File: config.mk
export PLATFORM = sky130hd
export DESIGN_NAME = aoa_slot_sequencer
export DESIGN_NICKNAME = d
export VERILOG_FILES = /design/src/rtl/aoa_seq_pkg.sv /design/src/rtl/aoa_pattern_store.sv /design/src/rtl/aoa_iq_capture.sv /design/src/rtl/aoa_slot_sequencer.sv
export SDC_FILE = /design/constraint.sdc
export NUM_CORES = 1
export LEC_CHECK = 0
export BUFFER_PORTS_ARGS = -buffer_cell sky130_fd_sc_hd__buf_2
export CORE_MARGIN = 2
export CORE_UTILIZATION = 50
export CTS_BUF_LIST = sky130_fd_sc_hd__clkbuf_4
export DETAILED_ROUTE_END_ITERATION = 8
export GPL_ROUTABILITY_DRIVEN = 0
export PLACE_DENSITY = 0.72
export SYNTH_ARGS = -nofsm -noshare
export SYNTH_HDL_FRONTEND = slang
export SYNTH_HIERARCHICAL = 1
export SYNTH_SLANG_ARGS = --single-unit
File: constraint.sdc
create_clock -name clk -period 7.7 [get_ports clk]
set_clock_uncertainty 0.05 [all_clocks]
set_input_delay 0 -clock clk [delete_from_list [all_inputs] [get_ports clk]]
set_output_delay 0 -clock clk [all_outputs]
set_load 0.01 [all_outputs]
File: src/rtl/aoa_seq_pkg.sv
package aoa_seq_pkg;

    // Sequencer phases: idle, settling interval, switch slots, done report
    typedef enum logic [1:0] {
        ST_IDLE   = 2'd0,
        ST_GUARD  = 2'd1,
        ST_SLOT   = 2'd2,
        ST_FINISH = 2'd3
    } seq_state_e;

endpackage

File: src/rtl/aoa_pattern_store.sv
// Holds a copy of the antenna pattern taken at capture start; combinational read.
module aoa_pattern_store #(
    parameter int ANT_W     = 2,
    parameter int PAT_DEPTH = 16,
    parameter int PIDX_W    = 4
) (
    input  logic                       clk,
    input  logic                       rst_n,
    input  logic                       load_i,
    input  logic [PAT_DEPTH*ANT_W-1:0] pattern_i,
    input  logic [PIDX_W-1:0]          rd_idx_i,
    output logic [ANT_W-1:0]           rd_ant_o
);

    logic [ANT_W-1:0] ent_q [PAT_DEPTH];

    for (genvar e = 0; e < PAT_DEPTH; e++) begin : g_entry
        always_ff @(posedge clk or negedge rst_n) begin
            if (!rst_n) begin
                ent_q[e] <= '0;
            end else if (load_i) begin
                ent_q[e] <= pattern_i[e*ANT_W +: ANT_W];
            end
        end
    end

    always_comb begin
        rd_ant_o = '0;
        for (int e = 0; e < PAT_DEPTH; e++) begin
            if (32'(rd_idx_i) == e) begin
                rd_ant_o = ent_q[e];
            end
        end
    end

endmodule

File: src/rtl/aoa_iq_capture.sv
// Output register for the one kept I/Q pair of a slot with its tags.
module aoa_iq_capture #(
    parameter int IQ_W  = 12,
    parameter int LEN_W = 8,
    parameter int ANT_W = 2
) (
    input  logic             clk,
    input  logic             rst_n,
    input  logic             take_i,
    input  logic [IQ_W-1:0]  i_i,
    input  logic [IQ_W-1:0]  q_i,
    input  logic [LEN_W-1:0] slot_i,
    input  logic [ANT_W-1:0] ant_i,
    output logic             vld_o,
    output logic [IQ_W-1:0]  i_o,
    output logic [IQ_W-1:0]  q_o,
    output logic [LEN_W-1:0] slot_o,
    output logic [ANT_W-1:0] ant_o
);

    always_ff @(posedge clk or negedge rst_n) begin
        if (!rst_n) begin
            vld_o  <= 1'b0;
            i_o    <= '0;
            q_o    <= '0;
            slot_o <= '0;
            ant_o  <= '0;
        end else begin
            vld_o <= take_i;
            if (take_i) begin
                i_o    <= i_i;
                q_o    <= q_i;
                slot_o <= slot_i;
                ant_o  <= ant_i;
            end
        end
    end

endmodule

File: src/rtl/aoa_slot_sequencer.sv
module aoa_slot_sequencer
    import aoa_seq_pkg::*;
#(
    parameter int IQ_W       = 12,
    parameter int ANT_W      = 2,
    parameter int PAT_DEPTH  = 16,
    parameter int LEN_W      = 8,
    parameter int SPS        = 4,
    parameter int GUARD_SYMS = 4
) (
    input  logic                             clk,
    input  logic                             rst_n,
    input  logic                             start_i,
    input  logic                             iq_vld_i,
    input  logic [IQ_W-1:0]                  iq_i_i,
    input  logic [IQ_W-1:0]                  iq_q_i,
    input  logic [LEN_W-1:0]                 cfg_len_i,
    input  logic [$clog2(PAT_DEPTH+1)-1:0]   cfg_pat_len_i,
    input  logic [PAT_DEPTH*ANT_W-1:0]       cfg_pattern_i,
    input  logic [$clog2(SPS)-1:0]           cfg_pos_i,
    output logic [ANT_W-1:0]                 ant_sel_o,
    output logic                             out_vld_o,
    output logic [IQ_W-1:0]                  out_i_o,
    output logic [IQ_W-1:0]                  out_q_o,
    output logic [LEN_W-1:0]                 out_slot_o,
    output logic [ANT_W-1:0]                 out_ant_o,
    output logic                             done_o,
    output logic [LEN_W-1:0]                 done_slots_o
);

    localparam int POS_W   = $clog2(SPS);
    localparam int PLEN_W  = $clog2(PAT_DEPTH+1);
    localparam int PIDX_W  = (PAT_DEPTH > 1) ? $clog2(PAT_DEPTH) : 1;
    localparam int GUARD_N = SPS * GUARD_SYMS;
    localparam int GCNT_W  = $clog2(GUARD_N);

    typedef struct packed {
        seq_state_e         state;
        logic [GCNT_W-1:0]  gcnt;
        logic [POS_W-1:0]   pos;
        logic [LEN_W-1:0]   slot;
        logic [PIDX_W-1:0]  pidx;
        logic [ANT_W-1:0]   ant;
        logic [LEN_W-1:0]   len;
        logic [PLEN_W-1:0]  plen;
        logic [POS_W-1:0]   spos;
        logic               done;
        logic [LEN_W-1:0]   done_cnt;
    } seq_t;

    seq_t seq_d, seq_q;

    logic              load_pat;
    logic [PIDX_W-1:0] rd_idx;
    logic [ANT_W-1:0]  rd_ant;
    logic              take;
    logic [PLEN_W:0]   idx_inc;
    logic              idx_wrap;
    logic [PIDX_W-1:0] idx_nxt;
    logic              guard_end;
    logic              slot_end;
    logic              last_slot;

    // Next table index with wrap at the latched pattern length
    assign idx_inc   = {1'b0, PLEN_W'(seq_q.pidx)} + (PLEN_W+1)'(1);
    assign idx_wrap  = idx_inc >= {1'b0, seq_q.plen};
    assign idx_nxt   = idx_wrap ? '0 : PIDX_W'(idx_inc);
    assign rd_idx    = (seq_q.state == ST_GUARD) ? '0 : idx_nxt;

    assign guard_end = seq_q.gcnt == GCNT_W'(GUARD_N-1);
    assign slot_end  = seq_q.pos == POS_W'(SPS-1);
    assign last_slot = seq_q.slot == (seq_q.len - LEN_W'(1));
    assign take      = (seq_q.state == ST_SLOT) && iq_vld_i && (seq_q.pos == seq_q.spos);
    assign load_pat  = (seq_q.state == ST_IDLE) && start_i;

    always_comb begin
        seq_d      = seq_q;
        seq_d.done = 1'b0;
        unique case (seq_q.state)
            ST_IDLE: begin
                if (start_i) begin
                    seq_d.state = ST_GUARD;
                    seq_d.gcnt  = '0;
                    seq_d.pos   = '0;
                    seq_d.slot  = '0;
                    seq_d.pidx  = '0;
                    seq_d.ant   = '0;
                    seq_d.len   = cfg_len_i;
                    seq_d.plen  = (32'(cfg_pat_len_i) > PAT_DEPTH) ? PLEN_W'(PAT_DEPTH)
                                                                   : cfg_pat_len_i;
                    seq_d.spos  = cfg_pos_i;
                end
            end
            ST_GUARD: begin
                if (iq_vld_i) begin
                    if (guard_end) begin
                        if (seq_q.len == '0) begin
                            seq_d.state = ST_FINISH;
                        end else begin
                            seq_d.state = ST_SLOT;
                            seq_d.ant   = rd_ant;
                            seq_d.pidx  = '0;
                            seq_d.pos   = '0;
                            seq_d.slot  = '0;
                        end
                    end else begin
                        seq_d.gcnt = seq_q.gcnt + GCNT_W'(1);
                    end
                end
            end
            ST_SLOT: begin
                if (iq_vld_i) begin
                    if (take && last_slot) begin
                        seq_d.state = ST_FINISH;
                        seq_d.ant   = '0;
                    end else if (slot_end) begin
                        seq_d.pos  = '0;
                        seq_d.slot = seq_q.slot + LEN_W'(1);
                        seq_d.pidx = idx_nxt;
                        seq_d.ant  = rd_ant;
                    end else begin
                        seq_d.pos = seq_q.pos + POS_W'(1);
                    end
                end
            end
            ST_FINISH: begin
                seq_d.done     = 1'b1;
                seq_d.done_cnt = seq_q.len;
                seq_d.state    = ST_IDLE;
            end
            default: seq_d.state = ST_IDLE;
        endcase
    end

    always_ff @(posedge clk or negedge rst_n) begin
        if (!rst_n) begin
            seq_q <= '{state: ST_IDLE, default: '0};
        end else begin
            seq_q <= seq_d;
        end
    end

    aoa_pattern_store #(
        .ANT_W     (ANT_W),
        .PAT_DEPTH (PAT_DEPTH),
        .PIDX_W    (PIDX_W)
    ) u_pat (
        .clk       (clk),
        .rst_n     (rst_n),
        .load_i    (load_pat),
        .pattern_i (cfg_pattern_i),
        .rd_idx_i  (rd_idx),
        .rd_ant_o  (rd_ant)
    );

    aoa_iq_capture #(
        .IQ_W  (IQ_W),
        .LEN_W (LEN_W),
        .ANT_W (ANT_W)
    ) u_cap (
        .clk    (clk),
        .rst_n  (rst_n),
        .take_i (take),
        .i_i    (iq_i_i),
        .q_i    (iq_q_i),
        .slot_i (seq_q.slot),
        .ant_i  (seq_q.ant),
        .vld_o  (out_vld_o),
        .i_o    (out_i_o),
        .q_o    (out_q_o),
        .slot_o (out_slot_o),
        .ant_o  (out_ant_o)
    );

    assign ant_sel_o    = seq_q.ant;
    assign done_o       = seq_q.done;
    assign done_slots_o = seq_q.done_cnt;

endmodule

; Yosys cells after proc, flatten, opt, wreduce, memory -nomap -nowiden
; Index checks and enable logic that the tools add are counted.
[word_totals]
regBits = 113
output_inout_bits = 46
in_bits = 75
[classes]
n_eq_ne = 32
n_lt_le_gt_ge = 2
mux = 37
reduce_logical = 15
n_addsub = 5
[op_table]
columns = operator, n
row1 = 16-bit two-way mux, 3
row2 = 16-bit case mux with 3 select lines, 1
row3 = 2-bit two-way mux, 21
row4 = 37-bit two-way mux, 1
row5 = "4-bit == test, second input constant", 9
row6 = 14-bit two-way mux, 2
row7 = 22-bit two-way mux, 1
row8 = "4-bit by 3-bit == test with 1-bit output, second input constant", 4
row9 = "2-bit != test, second input constant", 8
row10 = 7-bit AND reduction, 2
row11 = 4-bit two-way mux, 3
row12 = 9-bit two-way mux, 1
row13 = "8-bit by 1-bit adder with 8-bit output, second input constant", 1
row14 = "4-bit by 2-bit == test with 1-bit output, second input constant", 2
row15 = 8-bit == test, 1
row16 = 8-bit logical NOT, 1
row17 = 2-bit case mux with 4 select lines, 1
row18 = 4-bit case mux with 2 select lines, 1
row19 = 8-bit AND reduction, 1
row20 = "8-bit by 1-bit subtractor with 8-bit output, second input constant", 1
row21 = "2-bit == test, second input constant", 3
row22 = "4-bit by 1-bit adder with 5-bit output, second input constant", 1
row23 = 5-bit greater-or-equal comparator, 1
row24 = "5-bit greater-than comparator, second input constant", 1
row25 = 17 further kinds, 20

; Depth between registers and ports, before layout
[depth]
ltp_word = 25
mapped_depth = 17
ltp_nobuf = 16

; Cells and area by module
; Netlist, hierarchy kept.
[modules_own_cells]
columns = mod, area_each_um2, seq_area_each_um2, cells_per_inst, instances
row1 = aoa_slot_sequencer, 2658.8, 1151.1, 272, 1
row2 = aoa_pattern_store, 1657.8, 800.8, 137, 1
row3 = aoa_iq_capture, 1442.6, 875.8, 73, 1

; Worst setup path before layout
; Ideal clock, no wire load.
[synth_path]
path_type = register to register
startpoint = register seq_q[26] (netlist name)
endpoint = register seq_q, in the netlist ant_sel_o[1]
t_arrival_ns = 3.036
n_path_buf = 1
path_stages_with_launch = 17
synth_period_minus_slack_ns = 3.212
path_slack_ns = 4.488
setup_time_ns = 0.126
required_time_ns = 7.524
cell_sequence = dfrtp_1 > ha_1 > xor2_1 > ha_1 > nor2b_1 > o21a_1 > o21ai_0 > nand2_1 > nor2_1 > buf_6 > mux2i_1 > nor4b_2 > o32ai_1 > a31oi_1 > and3_1 > o21ai_0 > a21oi_1
[synth_via]
elab_chain_cells = 25
[synth_lines]
columns = item, line_no
row1 = from (decl), aoa_slot_sequencer.sv:51  ; seq_t seq_d, seq_q;
row2 = from (signal assigned), aoa_slot_sequencer.sv:139  ; seq_q <= seq_d;
row3 = 4-bit by 1-bit adder with 5-bit output *, aoa_slot_sequencer.sv:65  ; assign idx_inc = {1'b0, PLEN_W'(seq_q.pidx)} + (PLEN_W+1)'(1);
row4 = 5-bit greater-or-equal comparator, aoa_slot_sequencer.sv:66  ; assign idx_wrap = idx_inc >= {1'b0, seq_q.plen};
row5 = 4-bit two-way mux *, aoa_slot_sequencer.sv:67  ; assign idx_nxt = idx_wrap ? '0 : PIDX_W'(idx_inc);
row6 = 4-bit two-way mux *, aoa_slot_sequencer.sv:68  ; assign rd_idx = (seq_q.state == ST_GUARD) ? '0 : idx_nxt;
row7 = net rd_idx[1], aoa_slot_sequencer.sv:54  ; logic [PIDX_W-1:0] rd_idx;
row8 = 4-bit logical NOT, aoa_pattern_store.sv:30  ; if (32'(rd_idx_i) == e) begin
row9 = 2-bit two-way mux (15 in a row), aoa_pattern_store.sv:30
row10 = 2-bit two-way mux *, aoa_pattern_store.sv:30
row11 = net rd_ant[1], aoa_slot_sequencer.sv:55  ; logic [ANT_W-1:0] rd_ant;
row12 = 14-bit two-way mux / 16-bit two-way mux (equally long branches), "aoa_slot_sequencer.sv:116, aoa_slot_sequencer.sv:97"
row13 = 2-bit two-way mux / 16-bit two-way mux (equally long branches), "aoa_slot_sequencer.sv:113, aoa_slot_sequencer.sv:96"
row14 = 16-bit two-way mux / 22-bit two-way mux (equally long branches), "aoa_slot_sequencer.sv:112, aoa_slot_sequencer.sv:95"
row15 = 16-bit case mux with 3 select lines *, aoa_slot_sequencer.sv:79  ; unique case (seq_q.state)
; Mark *: on every way through the listed nets, which the timed path passes. The rest lies on a longest branch. The select of a mux whose other input is x is not followed.
; A chain may end at the register's enable or synchronous reset.

; Worst setup path after layout
; Same ends and word-level chain as after synthesis.

==> summary.txt <==
status -> finished clean
Worst setup SP type -> register
detailed-route DRC error count -> 0
initial antenna violation count -> 0
delay-heaviest family, CP -> simple AND/OR/NAND/NOR gates
Chip Height -> 111 µm
Finished Core Util -> 65.6%
Hold WC Path Type -> in2reg
Initial Util -> 50.9%
synth top area cells -> dfrtp_1 49%, mux2_2 11%, mux2_4 7.8%
Overflow after GRT -> 0
RSZ-0062 raised after global routing -> no
Fmax -> 0.258 GHz
Internal Power -> 1670 µW
TritonCTS clock tree -> yes
max-slew violations -> 0
Row Count -> 39
Final ANT Viol Nets -> 0
Core Area -> 11300 µm²
PwrDens -> 353 nW/µm²
largest net degree at the start of global routing -> 80
Req. time, crit path -> 8.05 ns
Slew Limit Headroom -> 33.9%
Worst-Skew Late Latency -> 0.52 ns
Final Hold Vio Count -> 0
commonest non-fill, non-tap cell in the layout -> buf_2
Comb pwr share -> 44.2%
Net Sw Frac -> 36.3%
LEAKAGE -> 0.00350 µW
Post-DP HPWL -> 8110 µm
DRT Pass-1 Iters -> 4
#FFs+latches synth -> 113
Reg power frac -> 38.4%
WP buf/inv -> 0
layout cells sized above 1 -> 37.1%
Final TNS setup -> 0 ns
reg2reg setup slack -> 3.83 ns
Setup-failing EPs final -> 0
first-pass GRT wire length -> 21000 µm
Final Net Count -> 760
IO Count -> 121
CP max FO -> 15
CP Class -> reg2reg
WL per Instance -> 15.0 µm
Reg2Reg Launch Point -> seq_q[26]$_DFFE_PN0P_
area of the die -> 12400 µm²
root buffer cell -> clkbuf_4
WP depth -> 15
Iter 0 DRT Violations -> 179
post-synthesis area per instance -> 11.9 µm²
Post-Syn Nets -> 571
drt total wl -> 12400 µm
# H-tree levels -> 4
fillers -> 861
Netlist Area Pre-Place -> 5760 µm²
GRT Overall Usage -> 21.1%
Tcrit/Tclk final -> 50.3%
Critical Path End Type -> register
share of the synthesized area in the top cell type -> 49.1%
async set or reset register ratio after synthesis -> 100%
Slew @ Worst Pin -> 0.991 ns
min Tclk post-route -> 3.87 ns
reg2reg path depth -> 15
CP max stage cell -> nor2_1
Most used DFF post-synth -> dfrtp_1
post-synthesis sequential area ratio -> 49.1%
Clock Tree Buf Depth -> 2
Critical Path Start -> seq_q[26]$_DFFE_PN0P_
post-synth top area cell -> dfrtp_1
clock power share -> 17.3%
Area Overhead vs Synth -> 28.9%
CTS buffer count -> 17
crit-path max cell delay -> 0.74 ns
CP endpoint -> ant_sel_o[1]$_DFFE_PN0P_
NetSw -> 954 µW
CTS clk-pin slew, worst paths -> 0.10 ns
input/output buffers -> 120
Worst Path Arrival -> 4.22 ns
reg2reg end -> ant_sel_o[1]$_DFFE_PN0P_
Die Wd -> 111 µm
Sink Count -> 113
ant diodes -> 0
vias in the first global route -> 4368
via count -> 4306
commonest non-fill, non-tap cells in the layout -> 119 x buf_2, 113 x dfrtp_1, 78 x dlygate4sd3_1
max cap viols -> 0
number of flops mapped to enable cells by yosys -> 0
Netlist cell types -> 54
Synthesis Warnings -> 6
cell chain of the critical path -> ha_1 > xor2_1 > ha_1 > nor2b_1 > o21a_1 > o21ai_0 > nand2_1 > nor2_1 > nand2b_1 > nor3_1 > o32ai_1 > a31oi_1 > and3_1 > o21ai_0 > a21oi_1
Vias/cell -> 5.21
VDD IR max -> 0.000189 V
Cells after Synth -> 482
==> kinds of logic (layout without fill, tap and decap cells) <==
kind of cell    count (synthesis)  after routing  synth area share [%]
buf+inv                        52            254                  5.69
flops                         113            113                  49.1
compound gates                 70             70                  7.86
xor+xnor                       14             14                  2.13
mux                            96             96                  20.9
fa+ha+maj                      14             14                  3.04
simple gates                  123            123                  11.2
==> power groups by stage <==
| stage | Clock, µW | Sequential [µW] | Combinational [µW] |
|---|---|---|---|
| after floorplan | 0 | 1010 | 880 |
| after global placement | 0 | 1000 | 1090 |
| after detailed placement | 0 | 1020 | 1120 |
| after CTS | 468 | 1010 | 1160 |
| after global routing | 498 | 1040 | 1280 |
| final | 455 | 1010 | 1160 |
==> worst register-to-register path, stage by stage, from the launching register on <==
cell and delay [ns]:
dfrtp_1 0.45, ha_1 0.27, xor2_1 0.20, ha_1 0.26
nor2b_1 0.14, o21a_1 0.15, o21ai_0 0.19, nand2_1 0.12
nor2_1 0.74, nand2b_1 0.26, nor3_1 0.07, o32ai_1 0.27
a31oi_1 0.16, and3_1 0.20, o21ai_0 0.14, a21oi_1 0.08
==> Yosys cell counts, types with 4 or more instances <==
cell	count
a21oi_1	8
and3_1	6
buf_2	7
buf_4	14
clkbuf_1	6
dfrtp_1	113
ha_1	14
inv_1	18
mux2_2	55
mux2_4	30
mux2i_1	8
nand2_1	30
nand2b_1	10
nand3_1	8
nand3b_1	4
nand4_1	8
nor2_1	26
nor2b_1	9
nor3_1	8
o21ai_0	28
o31ai_1	4
xor2_1	11
==> how the worst min path moves through the flow <==
stage,startpoint,cells after the start,endpoint
after detailed placement,rst_n,1,u_pat/ent_q[5]$_DFFE_PN0P_
after global placement,rst_n,1,seq_q[12]$_DFFE_PN0P_
after floorplan,rst_n,0,ant_sel_o[0]$_DFFE_PN0P_
final,cfg_len_i[1],4,seq_q[17]$_DFFE_PN0P_
after CTS,cfg_len_i[1],4,seq_q[17]$_DFFE_PN0P_
after global routing,iq_i_i[9],3,u_cap/i_o[9]$_DFFE_PN0P_
==> state kept, by name, indices dropped and copies added, names as in the netlist <==
register / cells
seq_q: 35
u_cap/ant_o: 2
u_cap/slot_o: 8
u_cap/q_o: 12
u_cap/vld_o: 1
ant_sel_o: 2
u_pat/ent_q: 32
u_cap/i_o: 12
done_o: 1
done_slots_o: 8
==> area by class of cell <==
type	count	area, µm²	share of cell area [%]
tap	143	179	2.41
clock inverter	14	165	2.22
sequential	113	2830	38.1
timing repair buffer	204	1440	19.4
multi-input combinational	317	2610	35.1
inverter	18	67.6	0.910
clock buffer	18	135	1.82
==> metrics by stage <==
| stage | std cells | hold WS (ns) | power, µW | cell area, µm² | setup slack (ns) |
|---|---|---|---|---|---|
| finish | 827 | 0.170 | 2620 | 7420 | 3.83 |
| global route | 827 | 0.160 | 2820 | 7420 | 3.56 |
| CTS | 827 | 0.145 | 2640 | 7420 | 3.84 |
| detailed placement | 716 | -0.0776 | 2140 | 6320 | 3.88 |
| global placement | 716 | -0.0830 | 2090 | 6320 | 4.05 |
| floorplan | 482 | -0.346 | 1890 | 5760 | 4.49 |
==> layer usage <==
layer	GRT usage [%]	wire length (µm)
met5	0	0
met4	7.33	172
met3	5.19	659
met2	33.9	5930
met1	28.1	5680
==> timing repair <==
action	in CTS	in global routing
setup buffers	0	0
hold buffers	79	0
endpoints found under the hold margin	109	0
resized for setup	0	0
Power figures use the tool's default switching activity.
